### src/rtl/led_drv_pkg.sv
package led_drv_pkg;
  localparam int NUM_LEDS = 3;

  typedef enum int {
    LED_LINK  = 0,
    LED_ACT   = 1,
    LED_COMBO = 2
  } led_idx_e;
endpackage

### src/rtl/led_hold_timer.sv
module led_hold_timer #(
  parameter int HOLD_CYCLES = 1000000
) (
  input  logic clk,
  input  logic rst_n,
  input  logic trigger,
  output logic active
);
  localparam int CNT_W = $clog2(HOLD_CYCLES + 1);
  localparam logic [CNT_W-1:0] LOAD_VAL = CNT_W'(HOLD_CYCLES);

  logic [CNT_W-1:0] remain_q;

  always_ff @(posedge clk) begin
    if (!rst_n) begin
      remain_q <= '0;
    end else if (trigger) begin
      remain_q <= LOAD_VAL;
    end else if (remain_q != '0) begin
      remain_q <= remain_q - 1'b1;
    end
  end

  assign active = (remain_q != '0);
endmodule

### src/rtl/led_out_reg.sv
module led_out_reg #(
  parameter int N = 3
) (
  input  logic         clk,
  input  logic         rst_n,
  input  logic [N-1:0] raw,
  input  logic [N-1:0] en,
  output logic [N-1:0] q
);
  for (genvar i = 0; i < N; i++) begin : g_bit
    always_ff @(posedge clk) begin
      if (!rst_n) q[i] <= 1'b0;
      else        q[i] <= raw[i] & en[i];
    end
  end
endmodule

### src/rtl/led_indicator_drv.sv
module led_indicator_drv
  import led_drv_pkg::*;
#(
  parameter int HOLD_CYCLES = 1000000
) (
  input  logic                clk,
  input  logic                rst_n,
  input  logic                link_good,
  input  logic                tx_evt,
  input  logic                rx_evt,
  input  logic [NUM_LEDS-1:0] led_en,
  output logic                led_link,
  output logic                led_act,
  output logic                led_combo
);
  logic                pkt_seen;
  logic                window_open;
  logic [NUM_LEDS-1:0] raw_lvl;
  logic [NUM_LEDS-1:0] led_q;

  assign pkt_seen = tx_evt | rx_evt;

  led_hold_timer #(.HOLD_CYCLES(HOLD_CYCLES)) u_timer (
    .clk     (clk),
    .rst_n   (rst_n),
    .trigger (pkt_seen),
    .active  (window_open)
  );

  always_comb begin
    raw_lvl            = '0;
    raw_lvl[LED_LINK]  = link_good;
    raw_lvl[LED_ACT]   = window_open;
    raw_lvl[LED_COMBO] = link_good & ~window_open;
  end

  led_out_reg #(.N(NUM_LEDS)) u_out (
    .clk   (clk),
    .rst_n (rst_n),
    .raw   (raw_lvl),
    .en    (led_en),
    .q     (led_q)
  );

  assign led_link  = led_q[LED_LINK];
  assign led_act   = led_q[LED_ACT];
  assign led_combo = led_q[LED_COMBO];
endmodule

### config.mk
export PLATFORM = sky130hd
export DESIGN_NAME = led_indicator_drv
export DESIGN_NICKNAME = d
export VERILOG_FILES = /design/src/rtl/led_drv_pkg.sv /design/src/rtl/led_hold_timer.sv /design/src/rtl/led_out_reg.sv /design/src/rtl/led_indicator_drv.sv
export SDC_FILE = /design/constraint.sdc
export NUM_CORES = 1
export LEC_CHECK = 0
export ABC_AREA = 1
export BUFFER_PORTS_ARGS = -buffer_cell sky130_fd_sc_hd__buf_4
export CAP_MARGIN = 40
export CELL_PAD_IN_SITES_DETAIL_PLACEMENT = 0
export CELL_PAD_IN_SITES_GLOBAL_PLACEMENT = 1
export CORE_UTILIZATION = 35
export DETAILED_ROUTE_END_ITERATION = 10
export PLACE_DENSITY_LB_ADDON = 0.12
export SLEW_MARGIN = 20
export SYNTH_ARGS = -nofsm -noshare
export SYNTH_HDL_FRONTEND = slang
export SYNTH_SLANG_ARGS = --single-unit
### constraint.sdc
create_clock -name clk -period 2.03 [get_ports clk]
set_clock_uncertainty 0.05 [all_clocks]
set_input_delay 0.3045 -clock clk [delete_from_list [all_inputs] [get_ports clk]]
set_output_delay 0.3045 -clock clk [all_outputs]
set_load 0.01 [all_outputs]
==> results of run 1 <==
kinds of logic after synthesis:
family	count (synthesis)	share of synthesized area [%]
AOI/OAI and AO/OA	13	6.77
and+or+nand+nor	111	42.2
buffers and inverters	17	6.56
DFF	23	37.7
adders and majority gates	1	1.03
xor gates and xnor gates	8	5.74
how the worst min path moves through the flow:
stage / startpoint / to / cells past startpoint
2_1_floorplan: rst_n / u_timer.remain_q[16] / 2
3_3_place_gp: u_timer.remain_q[15] / u_timer.remain_q[15] / 2
3_5_place_dp: u_timer.remain_q[15] / u_timer.remain_q[15] / 2
4_1_cts: led_en[0] / u_out.q[0] / 3
5_1_grt: led_en[0] / u_out.q[0] / 3
6_report: led_en[0] / u_out.q[0] / 3
metal layers:
metal,global-route usage [%],up-vias,routed length [um]
met2,26.7,4,1270
met3,2.52,5,31
met5,0,-,0
met1,23.2,519,1400
li1,-,570,-
met4,6.82,0,45
worst max-delay path: stages, from the launching register on:
cell     delay [ns]
dfxtp_1        0.46
inv_2          0.10
ha_1           0.28
nand2_2        0.13
inv_2          0.05
nand2_4        0.08
nor2_4         0.05
nand2_4        0.25
nand2_1        0.09
nor3b_1        0.14
state kept, by name, indices dropped and copies added, names as in the netlist:
signal / count
u_timer.remain_q: 20
u_out.q: 3
power by group through the flow:
stage | Sequential [mW] | Clock, mW | Combinational [mW]
finish | 0.496 | 0.220 | 0.212
detailed placement | 0.506 | 0 | 0.213
floorplan | 0.500 | 0 | 0.165
global placement | 0.506 | 0 | 0.211
CTS | 0.496 | 0.235 | 0.214
global route | 0.499 | 0.253 | 0.241
area by class of cell:
type	instances	share of cell area [%]
clock buffers	3	1.66
flip-flops and latches	23	33.9
inverters	14	3.86
multi-input cells	133	50.0
repair buffers	11	6.07
clock inverters	1	0.368
well taps	46	4.23
synth_stat cells:
| cell | instances | share of area (%) |
|---|---|---|
| nand2_1 | 40 | 12 |
| nor2_1 | 38 | 12 |
| dfxtp_1 | 23 | 38 |
| nand3_1 | 13 | 5.3 |
| a21oi_1 | 9 | 3.7 |
| inv_1 | 9 | 2.8 |
| inv_2 | 5 | 1.5 |
| xnor2_1 | 5 | 3.6 |
| nand4_1 | 4 | 2.1 |
| nand3b_1 | 3 | 1.8 |
| nor2_2 | 3 | 1.5 |
| xor2_1 | 3 | 2.2 |
| buf_6 | 2 | 1.8 |
| nand2_4 | 2 | 1.8 |
| nand3_2 | 2 | 1.6 |
| o21ai_0 | 2 | 0.82 |
| a21oi_2 | 1 | 0.72 |
| buf_2 | 1 | 0.41 |
| ha_1 | 1 | 1.0 |
| nand2_2 | 1 | 0.51 |
| nand3b_2 | 1 | 0.92 |
| nor2_4 | 1 | 0.92 |
| nor3_1 | 1 | 0.41 |
| nor3b_1 | 1 | 0.62 |
| o21bai_4 | 1 | 1.5 |
| or2_2 | 1 | 0.51 |
placed cells by master, fill, tap and decap left out, types with 4 or more instances in the layout:
| cell type | Yosys | final |
|---|---|---|
| a21oi_1 | 9 | 9 |
| buf_4 | 0 | 11 |
| dfxtp_1 | 23 | 23 |
| inv_1 | 9 | 9 |
| inv_2 | 5 | 5 |
| nand2_1 | 40 | 40 |
| nand3_1 | 13 | 13 |
| nand4_1 | 4 | 4 |
| nor2_1 | 38 | 38 |
| xnor2_1 | 5 | 5 |
per-stage QoR:
| step | power, mW | area, um^2 | hold WS [ns] | util, % | setup WS, ns |
|---|---|---|---|---|---|
| 2_1_floorplan | 0.665 | 1220 | 0.352 | - | 0.475 |
| 3_3_place_gp | 0.717 | 1330 | 0.441 | 39.9 | 0.315 |
| 3_5_place_dp | 0.718 | 1330 | 0.448 | 39.9 | 0.246 |
| 4_1_cts | 0.944 | 1360 | 0.133 | 40.8 | 0.226 |
| 5_1_grt | 0.993 | 1360 | 0.152 | 40.8 | 0.0779 |
| 6_report | 0.927 | 1360 | 0.146 | 40.8 | 0.246 |
==> key figures, run 1 <==
Status
  – Status: finished clean

Logic synthesis
  – Sequential area share after synthesis: 37.7%
  – Syn Std Cell Area: 0.00122 mm^2
  – #FFs+latches synth: 23
  – Syn Nets: 182
  – Average size of a mapped cell: 7.05 um^2
  – Yosys warnings: 0
  – Mapped Cells: 173
  – Yosys cell types: 26

Power and ir drop
  – Clock power share: 23.7%
  – Net Sw Frac: 31.8%
  – Peak VDD IR: 0.349 mV
  – Comb pwr share: 22.8%
  – Internal: 0.632 mW
  – Leak Pwr: 0.663 nW
  – P_sw: 0.295 mW
  – Sequential share of power: 53.5%
  – Power per cell area: 682 mW/mm^2

Clock network
  – CTS Buf Count: 3
  – Clk sinks: 23
  – CTS root buffer: clkbuf_4
  – CTS tree: done
  – Clock-pin slew on the worst setup and hold paths: 0.13 ns
  – H-tree level count: 1
  – Clk Latency, worst-skew pair: 0.32 ns
  – # resized after CTS: 0
  – Post-CTS setup buffers: 0
  – Post-CTS Hold Fix Bufs: 0
  – CTS Buffer Depth: 2

GRT
  – First-pass GRT wire length: 4510 um
  – GRT Overall Usage: 16.9%
  – Initial antenna violation count: 0
  – Largest net degree at the start of global routing: 24
  – Vias in the first global route: 996
  – Grt ovf: 0

Critical path
  – Crit path max fanout: 23
  – Crit Reg-Reg Startpoint: u_timer.remain_q[0]
  – Crit. End Element: register
  – Flop-to-flop setup slack: 0.25 ns
  – CP startpoint kind: register
  – WP data required: 2.19 ns
  – R2r endpoint: u_timer.remain_q[1]
  – Crit Path Class: reg2reg
  – Worst R2R Path Depth: 9
  – Critical Path End: u_timer.remain_q[1]
  – Crit. Startpoint: u_timer.remain_q[0]
  – CP Data Arrival Time: 1.94 ns

Floorplan
  – Die area: 0.00373 mm^2
  – Die Height: 61.0 um
  – FP Rows: 21
  – Initial Util: 36.6%
  – Boundary Pins: 11
  – Core area: 0.00334 mm^2
  – Chip Width: 61.0 um

Drt
  – Via density: 4.75
  – WL/cell: 11.9 um
  – Remaining DRCs: 0
  – Final wirelength: 2740 um
  – Detailed Routing Iterations Pass 1: 4
  – DR iter-0 viols: 35
  – Via count: 1,098
  – Final ANT Viol Nets: 0

STA
  – Final setup viols: 0
  – Fin. Hold Viols: 0
  – Slew Limit Fails: 0
  – Worst Max-Slew Pin Slew: 0.493 ns
  – Max Fclk: 0.560 GHz
  – Setup TNS: 0 ns
  – Post-layout min period: 1.78 ns
  – Fin crit share: 87.9%
  – Slew HR: 67.1%
  – RSZ-0062 raised after global routing: false

Placement
  – IO Port Bufs: 10
  – Final HPWL DP: 2110 um
  – Placed insts: 227
  – Placer Congestion: 0.807

Layout
  – Fin nets: 195
  – Register area: 460 um^2
  – Multi-input gate area: 679 um^2
  – Layout area overhead: 11.5%
  – FILL cells: 369
  – Diode count: 0
  – Non-Filler Instances: 231
  – Share of layout cells above drive strength 1: 17.8%

Run
  – Max-cap violations: 0

Min path
  – Hold WC Path Type: in2reg
No activity file was read; power rests on OpenSTA's default activity.
==> run 2: changes to the inputs <==
--- a/config.mk
+++ b/config.mk
@@ -11,7 +11,9 @@
 export CELL_PAD_IN_SITES_DETAIL_PLACEMENT = 0
 export CELL_PAD_IN_SITES_GLOBAL_PLACEMENT = 1
 export CORE_UTILIZATION = 35
+export CTS_BUF_LIST = sky130_fd_sc_hd__clkbuf_16
 export DETAILED_ROUTE_END_ITERATION = 10
+export HOLD_SLACK_MARGIN = 0.06
 export PLACE_DENSITY_LB_ADDON = 0.12
 export SLEW_MARGIN = 20
 export SYNTH_ARGS = -nofsm -noshare
==> run 2 against run 1 <==
- total power rose by 23%
- final area rose by 3.9%
- utilization rose by 1.6 points
- global-route usage rose by 0.088 points
- sequential share of layout area fell by 1.3 points
- sequential cell count did not move
- register-to-register slack barely moved
- maximum frequency fell by 0.53%
- die area did not move
- clock power rose by 98%
- combinational power barely moved
- via count rose by 0.64%
==> key figures, run 2 (synthesis results as in run 1) <==
STA
  – Post-layout min period: 1.79 ns
  – Slew HR: 67.6%
  – Fin. Hold Viols: 0
  – Max Fclk: 0.557 GHz
  – Setup ws final: 0.236 ns
  – Fin crit share: 88.4%
  – Final setup viols: 0
  – Worst Max-Slew Pin Slew: 0.485 ns
  – Setup TNS: 0 ns
  – RSZ-0062 raised after global routing: false
  – Hold_ws: 0.211 ns
  – Slew Limit Fails: 0

Placement
  – Placer Congestion: 0.807
  – IO Port Bufs: 10
  – Area after DPL: 0.00133 mm^2
  – Final HPWL DP: 2110 um
  – Setup WS pre-CTS: 0.246 ns

Drt
  – WL/cell: 12.1 um
  – Via density: 4.78
  – Via count: 1,105
  – Remaining DRCs: 0
  – DR iter-0 viols: 43
  – Final wirelength: 2800 um
  – Detailed Routing Iterations Pass 1: 4
  – Final ANT Viol Nets: 0

Layout
  – FILL cells: 369
  – Max reg flops: 20
  – Diode count: 0
  – Design Area, Final: 0.00141 mm^2
  – Commonest non-fill, non-tap cells in the layout: 40 x nand2_1, 38 x nor2_1, 23 x dfxtp_1, 13 x nand3_1, 11 x buf_4
  – Share of layout cells above drive strength 1: 17.8%
  – Finished Core Util: 42.3%
  – Multi-input gate area: 679 um^2
  – Register area: 460 um^2
  – Fin nets: 195
  – Largest reg by FF count: u_timer.remain_q
  – Commonest non-fill, non-tap cell in the layout: nand2_1
  – Top flop regs: u_timer.remain_q x20, u_out.q x3
  – Layout area overhead: 15.8%

Critical path
  – CP startpoint kind: register
  – WP data required: 2.11 ns
  – Crit path max fanout: 23
  – Worst path slowest cell: dfxtp_1
  – Cell Chain, Critical Path: inv_2 -> ha_1 -> nand2_2 -> inv_2 -> nand2_4 -> nor2_4 -> nand2_4 -> nand2_1 -> nor3b_1
  – CP Data Arrival Time: 1.88 ns
  – Crit-path max cell delay: 0.44 ns
  – Crit-path leading delay family: simple AND/OR/NAND/NOR gates
  – Buf/Inv on CP: 2
  – Stages on worst setup path: 9
  – Crit. End Element: register
  – Worst R2R Path Depth: 9
  – Crit Path Class: reg2reg

Min path
  – Hold WC Path Type: in2reg
  – Worst Hold Depth: 3

Clock network
  – # resized after CTS: 0
  – CTS tree: done
  – Post-CTS setup buffers: 0
  – Clock-pin slew on the worst setup and hold paths: 0.06 ns
  – Clk sinks: 23
  – CTS Buffer Depth: 2
  – Clk Latency, worst-skew pair: 0.26 ns
  – CTS Buf Count: 3
  – H-tree level count: 1
  – CTS root buffer: clkbuf_16
  – Post-CTS Hold Fix Bufs: 0

GRT
  – Largest net degree at the start of global routing: 24
  – GRT Overall Usage: 17.0%
  – Grt ovf: 0
  – First-pass GRT wire length: 4550 um
  – Initial antenna violation count: 0
  – Vias in the first global route: 993

Power and ir drop
  – Power per cell area: 810 mW/mm^2
  – Peak VDD IR: 0.373 mV
  – Internal: 0.824 mW
  – Clock power share: 38.1%
  – Sequential share of power: 43.3%
  – Comb pwr share: 18.6%
  – Net Sw Frac: 28.0%
  – P_sw: 0.321 mW
  – Leak Pwr: 0.687 nW

Floorplan
  – Core area: 0.00334 mm^2
  – Initial Util: 36.6%
  – Die Height: 61.0 um
  – Die area: 0.00373 mm^2
  – Chip Width: 61.0 um
  – Boundary Pins: 11
  – FP Rows: 21

Run
  – Max-cap violations: 0

Status
  – Status: finished clean
-- run 2: cell types whose count changed in the layout (fill, tap and decap cells not counted) --
cell       change
clkbuf_16      +3
clkbuf_4       -3
-- run 2: routing by layer --
metal | share of wire [%] | vias up | wire [um] | track usage [%]
met2 | 46 | 4 | 1290 | 26.7
met1 | 51 | 524 | 1440 | 23.5
met5 | 0 | - | 0 | 0
li1 | - | 572 | - | -
met3 | 1.0 | 5 | 29 | 2.52
met4 | 1.7 | 0 | 47 | 6.82
-- run 2: cell type report --
cell class,instances,share of cell area (%)
clock buffer,3,5.31
clock inverter,1,0.354
inverter,14,3.72
multi-input combinational,133,48.1
sequential,23,32.6
tap,46,4.07
timing repair buffer,11,5.85
-- run 2: final timing paths --
check	startpoint	end	slack, ns
max reg2reg	u_timer.remain_q[0]	u_timer.remain_q[1]	0.24
max	u_timer.remain_q[0]	u_timer.remain_q[1]	0.24
min reg2reg	u_timer.remain_q[2]	u_timer.remain_q[2]	0.46
min	led_en[0]	u_out.q[0]	0.21
-- run 2: power by group through the flow --
stage | clock [mW] | sequential [mW] | combinational [mW]
finish | 0.436 | 0.496 | 0.213
global route | 0.467 | 0.498 | 0.242
CTS | 0.443 | 0.496 | 0.214
detailed placement | 0 | 0.506 | 0.213
global placement | 0 | 0.506 | 0.211
floorplan | 0 | 0.500 | 0.165
-- run 2: stage by stage --
stage	std cells	total power [mW]
3_3_place_gp	227	0.717
2_1_floorplan	173	0.665
5_1_grt	231	1.21
4_1_cts	231	1.15
3_5_place_dp	227	0.718
6_report	231	1.14
-- run 2: worst reg2reg max path, stage by stage, from the launching register on --
cell	delay (ns)
dfxtp_1	0.44
inv_2	0.10
ha_1	0.28
nand2_2	0.13
inv_2	0.05
nand2_4	0.08
nor2_4	0.05
nand2_4	0.25
nand2_1	0.09
nor3b_1	0.14
